==> src/rtl/phy_ctl_regs.sv <==
module phy_ctl_regs #(
  parameter int NREG = 7,
  parameter int AW   = 6,
  parameter int HW   = 16,
  parameter int STAT_IDX = 8,
  parameter int PWR_IDX  = 6
) (
  input  logic              clk,
  input  logic              rst_n,
  input  logic [AW-1:0]     addr,
  input  logic [2*HW-1:0]   wdata,
  input  logic              wr_en,
  input  logic              rd_en,
  output logic [2*HW-1:0]   rdata,
  input  logic [2*HW-1:0]   status_in,
  output logic [NREG*HW-1:0] ctrl_out,
  output logic              pwr_on,
  output logic              dly_en,
  output logic              cal_done,
  output logic              dly_rdy
);
  localparam int DW = 2 * HW;
  localparam int IW = AW - 2;

  logic [HW-1:0] regs [NREG];
  logic [IW-1:0] idx;
  logic [HW-1:0] wmask, wval;
  logic [DW-1:0] rd_mux;

  assign idx   = addr[AW-1:2];
  assign wmask = wdata[DW-1:HW];
  assign wval  = wdata[HW-1:0];

  for (genvar k = 0; k < NREG; k++) begin : g_reg
    always_ff @(posedge clk or negedge rst_n) begin
      if (!rst_n)
        regs[k] <= '0;
      else if (wr_en && idx == IW'(k))
        regs[k] <= (regs[k] & ~wmask) | (wval & wmask);
    end
    assign ctrl_out[k*HW +: HW] = regs[k];

    a_r1_keep_unmasked: assert property (@(posedge clk) disable iff (!rst_n)
      (wr_en && idx == IW'(k)) |=> ((regs[k] & ~$past(wmask)) == ($past(regs[k]) & ~$past(wmask))));
    a_r1_take_masked: assert property (@(posedge clk) disable iff (!rst_n)
      (wr_en && idx == IW'(k)) |=> ((regs[k] & $past(wmask)) == ($past(wval) & $past(wmask))));
    a_r5_no_stray_write: assert property (@(posedge clk) disable iff (!rst_n)
      !(wr_en && idx == IW'(k)) |=> $stable(regs[k]));
  end

  always_comb begin
    rd_mux = '0;
    if (idx == IW'(STAT_IDX))
      rd_mux = status_in;
    else if (int'(idx) < NREG)
      rd_mux = {{HW{1'b0}}, regs[idx[$clog2(NREG)-1:0]]};
  end

  always_ff @(posedge clk or negedge rst_n) begin
    if (!rst_n)
      rdata <= '0;
    else if (rd_en)
      rdata <= rd_mux;
  end

  a_r8_hold: assert property (@(posedge clk) disable iff (!rst_n)
    !rd_en |=> $stable(rdata));
  a_r3_upper_zero: assert property (@(posedge clk) disable iff (!rst_n)
    (rd_en && int'(idx) < NREG) |=> (rdata[DW-1:HW] == '0));

  assign pwr_on   = regs[PWR_IDX][0];
  assign dly_en   = regs[PWR_IDX][1];
  assign cal_done = status_in[6];
  assign dly_rdy  = status_in[5];
endmodule

==> config.mk <==
export PLATFORM = sky130hd
export DESIGN_NAME = phy_ctl_regs
export DESIGN_NICKNAME = d
export VERILOG_FILES = /design/src/rtl/phy_ctl_regs.sv
export SDC_FILE = /design/constraint.sdc
export NUM_CORES = 1
export LEC_CHECK = 0
export BUFFER_PORTS_ARGS = -buffer_cell sky130_fd_sc_hd__buf_4
export CAP_MARGIN = 20
export CORE_AREA = 2 2 116 118
export DETAILED_ROUTE_END_ITERATION = 16
export DIE_AREA = 0 0 118 120
export PLACE_DENSITY = 0.84
export SLEW_MARGIN = 20
export SYNTH_ARGS = -nofsm -noshare
export SYNTH_HDL_FRONTEND = slang
export SYNTH_SLANG_ARGS = --single-unit
==> constraint.sdc <==
create_clock -name clk -period 2.2 [get_ports clk]
set_input_delay 0.22 -clock clk [delete_from_list [all_inputs] [get_ports clk]]
set_output_delay 0.22 -clock clk [all_outputs]
set_load 0.02 [all_outputs]
; Yosys cells after proc, flatten, opt, wreduce, memory -nomap -nowiden
; Cells that the tools add are included.
[totals]
regBits = 144
word_cells = 47
out_inout_bits = 148
inputBits = 74
[classes]
eq_ne = 7
n_reduce_logical = 8
n_bitwise = 17
mux = 5
n_lt_le_gt_ge = 2
[op_table]
columns = op, n
row1 = $and A16 B16 Y16, 8
row2 = $or A16 B16 Y16, 7
row3 = $bmux W16 S3, 1
row4 = $mux W16, 3
row5 = $mux W32, 1
row6 = $not A16 Y16, 1
row7 = $eq A4 B3 Y1 const B, 3
row8 = $eq A4 B2 Y1 const B, 2
row9 = $logic_and A1 B1 Y1, 7
row10 = $eq A4 B1 Y1 const B, 1
row11 = $eq A4 B4 Y1 const B, 1
row12 = $ge A4 B4 Y1 const B, 1
row13 = $logic_not A4 Y1, 1
row14 = $lt A4 B3 Y1 const B, 1
row15 = $not A3 Y4, 1

; Logic depth before layout (Yosys ltp)
[logic_depth]
word_depth = 6
depth_mapped = 6
depth_no_buf = 3

; Worst setup path before layout
; Ideal clock, no wire load.
[synth_timing]
path_type = input to register
startpoint = in addr[3]
endpoint = reg rdata[10]
path_stages = 6
slack_ns = 0.802
setup_time_ns = 0.095
arrival_ns = 1.303
t_required_ns = 2.105
cell_sequence = buf_6 and2_4 buf_6 a211o_4 buf_6 o31ai_1
[synth_via]
elab_chain_cells = 6
word_cells_on_any_way = 8
classes_between = order compare (1) / eq/ne (1) / mux (5) / bitwise (1)
[synth_rtl]
columns = item, line_no
row1 = "start, declared", 10  ; input logic [AW-1:0] addr,
row2 = $not A3 Y4 (not written as such), 56  ; rd_mux = {{HW{1'b0}}, regs[idx[$clog2(NREG)-1:0]]};
row3 = $bmux W16 S3, 56
row4 = $mux W16 (not written as such) (2 in series), 56
row5 = $mux W16, 55  ; else if (int'(idx) < NREG)
row6 = $mux W32 (*), 53  ; if (idx == IW'(STAT_IDX))
row7 = "end signal, assigned", 63  ; rdata <= rd_mux;
row8 = "end, declared", 14  ; output logic [2*HW-1:0] rdata,
; Mark *: on every way between the ends. The rest lies on a longest branch, timed or not. The select of a mux whose other input is x is not followed.
; A chain may end at the register's enable or synchronous reset.

==> flow_summary.yaml <==
cts:
  cts_sinks: 144
  clk_pin_slew_ns: 0.06
  insertion_delay_ns: 0.42
  cts-root-buf: "clkbuf_16"
  clockBufferDepth: 2
  cts.repair.resized: 0
  h-tree-depth: 4
  cts_buffers: 17
  cts_tree: "yes"
sta:
  setup_tns_ns: 0
  drv_slew: 0
  maxSlewHeadroom_pct: 49.5
  rsz0062_at_grt: "false"
  clock-skew-final_ns: 0.00766
  worst_pin_slew_ns: 0.756
  final-setup-viol-count: 0
  timing.final.crit_period_ns: 1.35
  fin_crit_sh_pct: 61.4
  finalHoldViolCount: 0
  max_freq_ghz: 0.740
synth:
  yosysUniqueCellTypes: 25
  yosys_warnings: 0
  syn_inst: 556
  yosys.area.top_type_share_pct: 51.0
  avgSynthCellArea_um2: 12.7
  synth_common_cells: "dfrtp_1, nand3_1, mux2_2"
  yosys.cell_count.top_type: "dfrtp_1"
  synthTopCellsByArea: "dfrtp_1, mux2_2, nand3_1, mux4_2, mux2_1"
  synth.largest_area_cell: "dfrtp_1"
  syn_nets: 630
  ys.flop_type: "dfrtp_1"
  seq_area_frac_synth_pct: 51.0
  synth_edf_count: 0
  ys_seq_elements: 144
  async_reset_ff_share_pct: 100
  netlist_area_um2: 7070
worst_setup_path:
  reg2reg_setup_slack_ns: 0.95
  max_stage_delay_ns: 0.38
  crit_family: "buffers and inverters"
  slowest_stage: "buf_4"
  crit_arrival_ns: 1.66
  r2r_cells: 3
  crit_path_start_kind: "input port"
  crit_chain: "buf_4 -> and2b_2 -> buf_4 -> nand3_1 -> mux2_2"
  worstPathRequired_ns: 2.50
  worst-setup-path-type: "in2reg"
  path_buf_inv: 2
  timing.critical_path.to_type: "flip-flop"
  path_max_fanout: 32
  timing.rr.end: "rdata[6]"
  cp_common_cell: "buf_4"
  critPathLaunch: "addr[2]"
  cp.depth: 5
drt:
  via_per_inst: 6.08
  drtPass1Iterations: 5
  drt-met1-wl_um: 8110
  routed-wl-met2_um: 10500
  drc: 0
  dr.first_iter.drc_count: 507
  antenna_left: 0
  wl_met3_um: 1620
  vias: 5796
  top_layer_used: "met4"
  wirelength_um: 20700
  wl_per_cell_um: 21.7
finish:
  fin_area_um2: 9380
  area_growth_pct: 32.8
  diodes: 0
  drive_above_1_share_pct: 51.2
  nNetsFinal: 838
placement:
  dpl_cell_area_um2: 8790
  place.gp.congestion: 0.822
  portBuffers: 219
  dpl.hpwl_um: 13600
floorplanning:
  dieArea_um2: 14200
  die_height_um: 120
  core_um2: 13000
  io_pins: 222
  fp.dieW_um: 118
  num_rows: 42
  initial_core_util_pct: 54.4
grt:
  grt.total_usage_pct: 29.8
  antenna_found_initial: 0
  grt_max_degree: 59
  grt_pass1_vias: 5827
  grt_overflow: 0
  grt_pass1_wl_um: 32400
min_path:
  hold_path.class: "in2reg"
power_and_ir_drop:
  powerDensity_nw_per_um2: 929
  total_power_mw: 8.71
  ir_drop_v: 0.000546
  p_leak_nw: 4.40
run_status:
  outcome: "completed"
job:
  maxCapViolCount: 0
==> per-layer routing <==
metal	up-vias	global-route usage, %
li1	2507	-
met1	2931	37.7
met2	322	49.8
met3	36	7.46
met4	0	11.1
met5	-	0
==> final cells by class <==
class / instances / area [um2]
multi-input combinational: 361 / 3140
sequential: 144 / 3600
timing repair buffer: 237 / 1820
tap: 176 / 220
inverter: 3 / 11.3
fill: 909 / 3600
clock buffer: 21 / 470
clock inverter: 11 / 111
==> stage by stage <==
stage / cells / worst slack [ns] / utilization, % / hold WS (ns)
floorplan: 556 / 0.802 / - / -0.0756
finish: 953 / 0.849 / 72.3 / 0.0213
detailed placement: 920 / 0.430 / 67.7 / 0.223
CTS: 953 / 0.851 / 72.3 / 0.00464
global route: 953 / 0.781 / 72.3 / 0.0120
global placement: 920 / 0.457 / 67.7 / 0.214
==> power breakdown <==
part / internal, mW / total (mW) / switching (mW)
registers: 3.09 / 3.47 / 0.376
logic: 1.16 / 2.41 / 1.25
clock network: 1.75 / 2.83 / 1.09
total: 5.99 / 8.71 / 2.72
==> cell families after synthesis <==
kind of cell	count (synthesis)	synth area share, %
mux	144	25.5
buf+inv	51	4.87
compound gates	65	7.33
simple gates	152	11.3
flops	144	51.0
==> worst min-delay path by stage <==
stage             startpoint                         end  cells after the start
6_report       status_in[19]                   rdata[19]                      2
3_5_place_dp           rst_n                   rdata[14]                      1
4_1_cts        status_in[22]                   rdata[22]                      2
5_1_grt        status_in[24]                   rdata[24]                      2
2_1_floorplan          rst_n  asynchronous set/reset pin                      0
3_3_place_gp           rst_n                   rdata[14]                      1
==> cell usage in the layout, fill, tap and decap left out <==
cell type	count
dfrtp_1	144
a31oi_1	16
nor2_4	1
nand3_1	112
buf_6	1
nor2_1	16
and2b_2	1
clkbuf_1	1
bufinv_16	2
mux2_2	107
inv_1	2
mux4_2	16
buf_12	3
nor4b_4	1
mux2_1	21
a211o_4	1
nor3b_4	1
and2_4	1
a221oi_1	16
o31ai_1	16
nor2b_1	16
a22o_1	16
and2_1	1
dlygate4sd3_1	1
clkinv_2	7
inv_6	1
clkinv_1	1
and3b_2	1
clkbuf_16	17
clkinvlp_4	1
nor2b_4	1
buf_4	232
clkbuf_8	3
==> worst register-to-register path, delay by kind of cell (launching register included) <==
family,cells,cell delay (ns)
flip-flops,1,0.41
AO/OA/AOI/OAI,2,0.41
multiplexers,1,0.28
==> timing repair <==
item | in CTS | in global routing
hold buffers | 1 | 0
hold endpoints to repair | 54 | 0
setup buffers | 0 | 0
Power figures use the tool's default switching activity.
